[src/rtl/pwm_pkg.sv]
package pwm_pkg;

    // Per-channel sequencing state
    typedef enum logic [1:0] {
        CH_OFF    = 2'd0,
        CH_RUN    = 2'd1,
        CH_UPDATE = 2'd2,
        CH_STOP   = 2'd3
    } ch_state_e;

    // Register kind selected by address bits [6:5] of the window offset
    typedef enum logic [1:0] {
        REG_PERIOD = 2'd0,
        REG_DUTY   = 2'd1,
        REG_CTRL   = 2'd2,
        REG_NONE   = 2'd3
    } reg_kind_e;

    // Control word layout
    localparam int DIV_W   = 2;
    localparam int INV_BIT = 5;

    // Spacing between register groups inside the window
    localparam int GROUP_STRIDE = 32;
    localparam int WIN_SPAN     = 3 * GROUP_STRIDE;

endpackage

[src/rtl/pwm_addr_decode.sv]
module pwm_addr_decode
    import pwm_pkg::*;
#(
    parameter int                ADDR_W = 12,
    parameter int                NUM_CH = 4,
    parameter logic [ADDR_W-1:0] BASE   = 12'h400,
    localparam int               CH_W   = (NUM_CH > 1) ? $clog2(NUM_CH) : 1
) (
    input  logic [ADDR_W-1:0] addr,
    output logic              hit,
    output reg_kind_e         kind,
    output logic [CH_W-1:0]   ch
);

    logic [ADDR_W-1:0] off;
    logic              in_win;
    logic [2:0]        slot;
    logic              unused_off;

    assign off    = addr - BASE;
    assign in_win = (addr >= BASE) && (off < ADDR_W'(WIN_SPAN));
    assign slot   = off[4:2];
    assign kind   = reg_kind_e'(off[6:5]);
    assign ch     = off[2 +: CH_W];
    assign hit    = in_win && (off[1:0] == 2'b00) && (int'(slot) < NUM_CH)
                    && (kind != REG_NONE);

    assign unused_off = ^{off[ADDR_W-1:7]};

endmodule

[src/rtl/pwm_prescale.sv]
module pwm_prescale
    import pwm_pkg::*;
(
    input  logic             clk,
    input  logic             rst_n,
    input  logic             clear,
    input  logic             tick,
    input  logic [DIV_W-1:0] div,
    output logic             step
);

    localparam int PRE_W = (1 << DIV_W) - 1;

    logic [PRE_W-1:0] pre;
    logic [PRE_W-1:0] last;

    // Last prescaler value before a step: 2^div - 1
    always_comb begin
        last = '0;
        for (int b = 0; b < PRE_W; b++) begin
            if (b < int'(div)) last[b] = 1'b1;
        end
    end

    assign step = tick && !clear && (pre == last);

    always_ff @(posedge clk) begin
        if (!rst_n) begin
            pre <= '0;
        end else if (clear || step) begin
            pre <= '0;
        end else if (tick) begin
            pre <= pre + 1'b1;
        end
    end

endmodule

[src/rtl/pwm_channel.sv]
module pwm_channel
    import pwm_pkg::*;
#(
    parameter int CNT_W = 16
) (
    input  logic             clk,
    input  logic             rst_n,
    input  logic             tick,
    input  logic             wr_period,
    input  logic             wr_duty,
    input  logic             wr_ctrl,
    input  logic [CNT_W-1:0] wr_val,
    input  logic [DIV_W-1:0] wr_div,
    input  logic             wr_inv,
    output logic [CNT_W-1:0] rd_period,
    output logic [CNT_W-1:0] rd_duty,
    output logic [DIV_W-1:0] rd_div,
    output logic             rd_inv,
    output logic             pin,
    output logic             running,
    output logic             at_end,
    output logic             step,
    output logic [CNT_W-1:0] cnt_o,
    output logic [CNT_W-1:0] act_period_o
);

    ch_state_e        state, state_n;
    logic [CNT_W-1:0] cnt, cnt_n;

    // Programmed (read-back) copies
    logic [CNT_W-1:0] prg_period, prg_duty;
    logic [DIV_W-1:0] prg_div;
    logic             prg_inv;

    // Staged copies captured by the period write
    logic [CNT_W-1:0] stg_period, stg_period_n, stg_duty, stg_duty_n;
    logic [DIV_W-1:0] stg_div, stg_div_n;
    logic             stg_inv, stg_inv_n;

    // Active copies driving the waveform
    logic [CNT_W-1:0] act_period, act_period_n, act_duty, act_duty_n;
    logic [DIV_W-1:0] act_div, act_div_n;
    logic             act_inv, act_inv_n;

    pwm_prescale u_pre (
        .clk   (clk),
        .rst_n (rst_n),
        .clear (state == CH_OFF),
        .tick  (tick),
        .div   (act_div),
        .step  (step)
    );

    assign at_end = step && (cnt == act_period - 1'b1);

    // Next-state: first the cycle boundary, then the period write
    always_comb begin
        state_n      = state;
        cnt_n        = cnt;
        stg_period_n = stg_period;
        stg_duty_n   = stg_duty;
        stg_div_n    = stg_div;
        stg_inv_n    = stg_inv;
        act_period_n = act_period;
        act_duty_n   = act_duty;
        act_div_n    = act_div;
        act_inv_n    = act_inv;

        unique case (state)
            CH_OFF: begin
                cnt_n = '0;
            end
            CH_RUN: begin
                if (step) cnt_n = at_end ? '0 : cnt + 1'b1;
            end
            CH_UPDATE: begin
                if (at_end) begin                  // commit
                    cnt_n        = '0;
                    act_period_n = stg_period;
                    act_duty_n   = stg_duty;
                    act_div_n    = stg_div;
                    act_inv_n    = stg_inv;
                    state_n      = CH_RUN;
                end else if (step) begin
                    cnt_n = cnt + 1'b1;
                end
            end
            CH_STOP: begin
                if (at_end) begin                  // drain
                    cnt_n   = '0;
                    state_n = CH_OFF;
                end else if (step) begin
                    cnt_n = cnt + 1'b1;
                end
            end
        endcase

        if (wr_period) begin
            if (state_n == CH_OFF) begin
                if (wr_val != '0) begin            // start
                    act_period_n = wr_val;
                    act_duty_n   = prg_duty;
                    act_div_n    = prg_div;
                    act_inv_n    = prg_inv;
                    cnt_n        = '0;
                    state_n      = CH_RUN;
                end
            end else begin                         // arm / halt / rearm
                stg_period_n = wr_val;
                stg_duty_n   = prg_duty;
                stg_div_n    = prg_div;
                stg_inv_n    = prg_inv;
                state_n      = (wr_val == '0) ? CH_STOP : CH_UPDATE;
            end
        end
    end

    // State and register process
    always_ff @(posedge clk) begin
        if (!rst_n) begin
            state      <= CH_OFF;
            cnt        <= '0;
            prg_period <= '0;
            prg_duty   <= '0;
            prg_div    <= '0;
            prg_inv    <= 1'b0;
            stg_period <= '0;
            stg_duty   <= '0;
            stg_div    <= '0;
            stg_inv    <= 1'b0;
            act_period <= '0;
            act_duty   <= '0;
            act_div    <= '0;
            act_inv    <= 1'b0;
        end else begin
            state      <= state_n;
            cnt        <= cnt_n;
            stg_period <= stg_period_n;
            stg_duty   <= stg_duty_n;
            stg_div    <= stg_div_n;
            stg_inv    <= stg_inv_n;
            act_period <= act_period_n;
            act_duty   <= act_duty_n;
            act_div    <= act_div_n;
            act_inv    <= act_inv_n;
            if (wr_period) prg_period <= wr_val;
            if (wr_duty)   prg_duty   <= wr_val;
            if (wr_ctrl) begin
                prg_div <= wr_div;
                prg_inv <= wr_inv;
            end
        end
    end

    // Output process
    always_comb begin
        running = (state != CH_OFF);
        pin     = running && ((cnt < act_duty) ^ act_inv);
    end

    assign rd_period    = prg_period;
    assign rd_duty      = prg_duty;
    assign rd_div       = prg_div;
    assign rd_inv       = prg_inv;
    assign cnt_o        = cnt;
    assign act_period_o = act_period;

endmodule

[src/rtl/pwm_shadow_ctrl.sv]
module pwm_shadow_ctrl
    import pwm_pkg::*;
#(
    parameter int                NUM_CH = 4,
    parameter int                CNT_W  = 16,
    parameter int                ADDR_W = 12,
    parameter int                DATA_W = 32,
    parameter logic [ADDR_W-1:0] BASE   = 12'h400
) (
    input  logic              clk,
    input  logic              rst_n,
    input  logic              tick,
    input  logic              wr_en,
    input  logic [ADDR_W-1:0] wr_addr,
    input  logic [DATA_W-1:0] wr_data,
    input  logic [ADDR_W-1:0] rd_addr,
    output logic [DATA_W-1:0] rd_data,
    output logic [NUM_CH-1:0] pwm_out
);

    localparam int CH_W = (NUM_CH > 1) ? $clog2(NUM_CH) : 1;

    logic            w_hit, r_hit;
    reg_kind_e       w_kind, r_kind;
    logic [CH_W-1:0] w_ch, r_ch;

    logic [CNT_W-1:0] rd_per [NUM_CH];
    logic [CNT_W-1:0] rd_dut [NUM_CH];
    logic [DIV_W-1:0] rd_div [NUM_CH];
    logic             rd_inv [NUM_CH];

    logic [NUM_CH-1:0]            ch_running;
    logic [NUM_CH-1:0]            ch_at_end;
    logic [NUM_CH-1:0]            ch_step;
    logic [NUM_CH-1:0][CNT_W-1:0] ch_cnt;
    logic [NUM_CH-1:0][CNT_W-1:0] ch_aper;
    logic                         unused_wr_bits;

    assign unused_wr_bits = ^{wr_data[DATA_W-1:CNT_W]};

    pwm_addr_decode #(.ADDR_W(ADDR_W), .NUM_CH(NUM_CH), .BASE(BASE)) u_wdec (
        .addr (wr_addr),
        .hit  (w_hit),
        .kind (w_kind),
        .ch   (w_ch)
    );

    pwm_addr_decode #(.ADDR_W(ADDR_W), .NUM_CH(NUM_CH), .BASE(BASE)) u_rdec (
        .addr (rd_addr),
        .hit  (r_hit),
        .kind (r_kind),
        .ch   (r_ch)
    );

    for (genvar i = 0; i < NUM_CH; i++) begin : g_chan
        logic sel;
        assign sel = wr_en && w_hit && (w_ch == CH_W'(i));

        pwm_channel #(.CNT_W(CNT_W)) u_ch (
            .clk          (clk),
            .rst_n        (rst_n),
            .tick         (tick),
            .wr_period    (sel && (w_kind == REG_PERIOD)),
            .wr_duty      (sel && (w_kind == REG_DUTY)),
            .wr_ctrl      (sel && (w_kind == REG_CTRL)),
            .wr_val       (wr_data[CNT_W-1:0]),
            .wr_div       (wr_data[DIV_W-1:0]),
            .wr_inv       (wr_data[INV_BIT]),
            .rd_period    (rd_per[i]),
            .rd_duty      (rd_dut[i]),
            .rd_div       (rd_div[i]),
            .rd_inv       (rd_inv[i]),
            .pin          (pwm_out[i]),
            .running      (ch_running[i]),
            .at_end       (ch_at_end[i]),
            .step         (ch_step[i]),
            .cnt_o        (ch_cnt[i]),
            .act_period_o (ch_aper[i])
        );
    end

    always_comb begin
        rd_data = '0;
        if (r_hit) begin
            unique case (r_kind)
                REG_PERIOD: rd_data[CNT_W-1:0] = rd_per[r_ch];
                REG_DUTY:   rd_data[CNT_W-1:0] = rd_dut[r_ch];
                REG_CTRL: begin
                    rd_data[DIV_W-1:0] = rd_div[r_ch];
                    rd_data[INV_BIT]   = rd_inv[r_ch];
                end
                default: rd_data = '0;
            endcase
        end
    end

endmodule

[config.mk]
export PLATFORM = sky130hd
export DESIGN_NAME = pwm_shadow_ctrl
export DESIGN_NICKNAME = d
export VERILOG_FILES = /design/src/rtl/pwm_pkg.sv /design/src/rtl/pwm_addr_decode.sv /design/src/rtl/pwm_prescale.sv /design/src/rtl/pwm_channel.sv /design/src/rtl/pwm_shadow_ctrl.sv
export SDC_FILE = /design/constraint.sdc
export NUM_CORES = 1
export LEC_CHECK = 0
export ABC_AREA = 1
export CAP_MARGIN = 20
export CORE_MARGIN = 4
export CORE_UTILIZATION = 61
export DETAILED_ROUTE_END_ITERATION = 8
export MAX_ROUTING_LAYER = met4
export PLACE_DENSITY_LB_ADDON = 0.3
export SLEW_MARGIN = 10
export SYNTH_ARGS = -nofsm -noshare
export SYNTH_HDL_FRONTEND = slang
export SYNTH_SLANG_ARGS = --single-unit
[constraint.sdc]
create_clock -name clk -period 3.5 [get_ports clk]
set_clock_uncertainty 0.15 [all_clocks]
set_input_delay 0.525 -clock clk [delete_from_list [all_inputs] [get_ports clk]]
set_output_delay 0.525 -clock clk [all_outputs]
set_load 0.02 [all_outputs]
==> summary.txt <==
Logic synthesis
  • Synth Area per Inst: 6.722 sq um
  • Synth Warn #: 0
  • Netlist cell types: 51
  • Share of the yosys chip area belonging to registers: 0.3819
  • Most common cell in the netlist: nand2_1
  • FFs w/ async S/R, synth: 0
  • Area contributors post-synth: dfxtp_1 38%, nand2_1 9.8%, nor2_1 9.1%
  • Synth area leader: dfxtp_1
  • Yosys top cell area share: 0.3819
  • Synth top cells by count: 691 x nand2_1, 640 x nor2_1, 504 x dfxtp_1, 474 x o21ai_0, 463 x inv_1
  • Synthesized cell area: approximately 26000 sq um
  • Mapped Cells: 3930
  • Flops & latches, synth: 504
  • Primary FF master, synth: dfxtp_1
  • Post-synth EDFFs: 0

Hold path
  • Worst Hold Path Cells: 3
  • Hold Path Class: input pin to flop
  • Hold EP: g_chan[2].u_ch.stg_duty[5]
  • Hold Startpoint: rst_n

Timing
  • Slew Limit Fails: 0
  • Min Clock Period, post-route: 3.335 ns
  • Max Clock Freq: 299.8 MHz
  • Hold slack final: ~0.29 ns
  • Post-route setup TNS: 0 ns
  • Final Cycle Share: 0.9529
  • Final Hold Fails: 0
  • Final count of negative-setup-slack endpoints: 0
  • Worst Tran Pin Value: between 0.6 and 0.7 ns
  • Max-Slew Margin vs Limit: 0.5487

CTS
  • CTS tree: built
  • TritonCTS buffer count: 51
  • Hold Buf Count CTS: 0
  • Htree depth: 2
  • Clk Latency, worst-skew pair: 0.60 ns
  • Reg clk slew, reported paths: roughly 0.06 ns
  • Clk sinks: 504
  • Clk root buf: clkbuf_16
  • Max Root-Sink Buffers: 3

Global route
  • Initial antenna violation count: 0
  • Grt total ovfl: 0
  • Vias in the first global route: between 20k and 25k
  • GRT Overall Usage: 0.3347
  • Largest net degree at the start of global routing: 79
  • First-pass GRT wire length: 123400 um

Job
  • Max cap viols: 0

Detailed routing
  • DR WL/cell: between 15 and 20 um
  • First-pass DRT Iterations: 5
  • Vias per cell: 5.558
  • Post-Route WL: roughly 78000 um
  • Vias: 25.43k
  • DRC: 0
  • Number of DRC markers in iteration 0: 2822
  • Post-route ant nets: 0

Critical path
  • Critical R2R Capture: g_chan[3].u_ch.stg_period[5]
  • Worst path arrival time: 2.66 ns
  • Critical setup path kind: flop to output pin
  • Slowest CP cell: dfxtp_1
  • R2R Setup Slk: 0.29 ns
  • Worst path most repeated cell: nor2_1
  • Reg2reg start: g_chan[3].u_ch.act_period_o[5]
  • Crit path buf inv count: 1
  • CP endpoint kind: output pin
  • Critical Path Max Stage Delay: 0.42 ns
  • Critical path, cell by cell: ha_1 > a21oi_1 > nor2_1 > a211oi_1 > o221ai_1 > nand3_1 > nand2_1 > xor2_1 > nor2_1 > dlygate4sd2_1
  • FF-to-FF path depth: 17
  • Critical path's top delay family: compound AO/OA/AOI/OAI gates
  • CP Max Fanout: 5
  • Crit path launch type: flop
  • Data required, critical path: 2.82 ns

Power
  • LEAKAGE: between 0.01 and 0.015 uW
  • Tot Pwr: 11820 uW
  • P per Cell Area: approximately 400 nW/um^2
  • Maximum vdd drop: roughly 0.00040 V

Cells and area
  • Post-Layout Inst Area: 29540 sq um
  • Multi-input logic area: 13620 sq um
  • FILL cells: 3668
  • ANT cells: 0
  • Layout cell share with drive strength beyond 1: 0.06903
  • Fin cells: 4575
  • Nets@finish: approximately 4.1k
  • Register area: 10090 sq um
  • P&R area growth vs syn: 11.84%

Floorplan
  • Die ar.: 46700 sq um
  • Starting density of the core: 0.6228
  • I/O Pins: 96
  • Die H: 216.1 um
  • Core area: 42420 sq um
  • Die span in x: 216.1 um
  • Cell row count: 75

Placed design
  • Global placement routability congestion: 1.035
  • Placement Cell Area: 27810 sq um
  • PortBufs: 63
  • HPWL after DPL: 55470 um
  • Post-Place Cells: 4484

Status
  • Status: finished, final reports clean
[worst min-delay path: cells and delay by family]
family          cells  cell delay, ns
compound gates      2            0.19
buf+inv             1            0.26
[area by class of cell]
cell class	count	share of cell area
clock inverters	20	0.007750
clock buffers	69	0.04963
flip-flops and latches	504	0.3415
well taps	577	0.02444
repair buffers	177	0.05472
multi-input cells	2749	0.4611
inverters	479	0.06086
[report_power, final]
group	leakage [uW]	total [uW]	internal (uW)	switching, uW
clock	0.000837	5600	3230	2360
sequential	0.00406	5740	5730	0.495
combinational	0.00763	485	131	354
[placed cells by master, fill, tap and decap left out, types with 8 or more instances in the layout]
| cell | count |
|---|---|
| nor2_4 | 13 |
| nand3_1 | 121 |
| inv_2 | 14 |
| nor2_2 | 9 |
| clkbuf_1 | 8 |
| o21ai_1 | 34 |
| clkbuf_8 | 9 |
| buf_4 | 102 |
| nor2_1 | 639 |
| a21oi_1 | 361 |
| clkinv_2 | 9 |
| nand2_2 | 10 |
| buf_12 | 11 |
| nor3_1 | 34 |
| xor2_1 | 72 |
| ha_1 | 72 |
| dfxtp_1 | 503 |
| clkdlybuf4s50_1 | 56 |
| nand2_1 | 691 |
| nand3b_1 | 19 |
| o21ai_0 | 474 |
| nand3_2 | 11 |
| conb_1 | 16 |
| inv_1 | 461 |
| nor4_1 | 12 |
| o211a_1 | 11 |
| nand4_1 | 28 |
| a211oi_1 | 30 |
| clkbuf_16 | 53 |
| xnor2_1 | 35 |
[metal layers]
metal | routed length (um) | global-route usage | vias up | share of wire
met5 | 0 | - | - | 0
met4 | 3627 | 0.1327 | 0 | 0.046
met3 | 6825 | 0.05168 | 185 | 0.087
met2 | 33940 | 0.5020 | 1022 | 0.43
met1 | 33830 | 0.4570 | 11540 | 0.43
li1 | - | - | 12680 | -
[logic make-up (layout without fill, tap and decap cells)]
| logic type | after synthesis | after routing | synth area share |
|---|---|---|---|
| AOI/OAI and AO/OA | 939 | 939 | 0.1856 |
| xor gates and xnor gates | 108 | 108 | 0.03633 |
| and+or+nand+nor | 1614 | 1614 | 0.2566 |
| adders and majority gates | 72 | 72 | 0.03410 |
| DFF | 504 | 504 | 0.3819 |
| buffers and inverters | 692 | 745 | 0.1053 |
| other | 1 | 16 | 0.0001420 |
[state kept, by name, summed over array words and instances (netlist names), 12 cells and up]
name / count
g_chan.u_ch.rd_period: 64
g_chan.u_ch.act_duty: 64
g_chan.u_ch.u_pre.pre: 12
g_chan.u_ch.cnt_o: 64
g_chan.u_ch.act_period_o: 64
g_chan.u_ch.stg_duty: 64
g_chan.u_ch.stg_period: 64
g_chan.u_ch.rd_duty: 64
[worst max-delay path by stage]
stage / from / depth (start not counted) / end / slack (ns)
final: g_chan[3].u_ch.cnt_o[1] / 10 / pwm_out[3] / 0.16
after CTS: g_chan[0].u_ch.act_duty[1] / 12 / pwm_out[0] / 0.05
after global routing: g_chan[3].u_ch.act_period_o[1] / 20 / g_chan[3].u_ch.stg_period[2] / -0.003
after detailed placement: tick / 14 / g_chan[3].u_ch.stg_period[5] / 0.09
after global placement: tick / 11 / g_chan[3].u_ch.act_duty[4] / -0.08
after floorplan: g_chan[0].u_ch.act_period_o[0] / 20 / g_chan[0].u_ch.act_div[0] / 0.93
[repair_timing]
item                       4_1_cts  5_1_grt
gates resized for setup          3       11
pin swaps                        0        1
buffers inserted                 0        2
setup endpoints to repair        3       54
[metrics by stage]
step	utilization	worst slack, ns
finish	0.6965	0.1649
CTS	0.6956	0.05471
global route	0.6965	-0.003408
floorplan	-	0.9328
global placement	0.6553	-0.07811
detailed placement	0.6557	0.08936
Power figures use the tool's default switching activity.
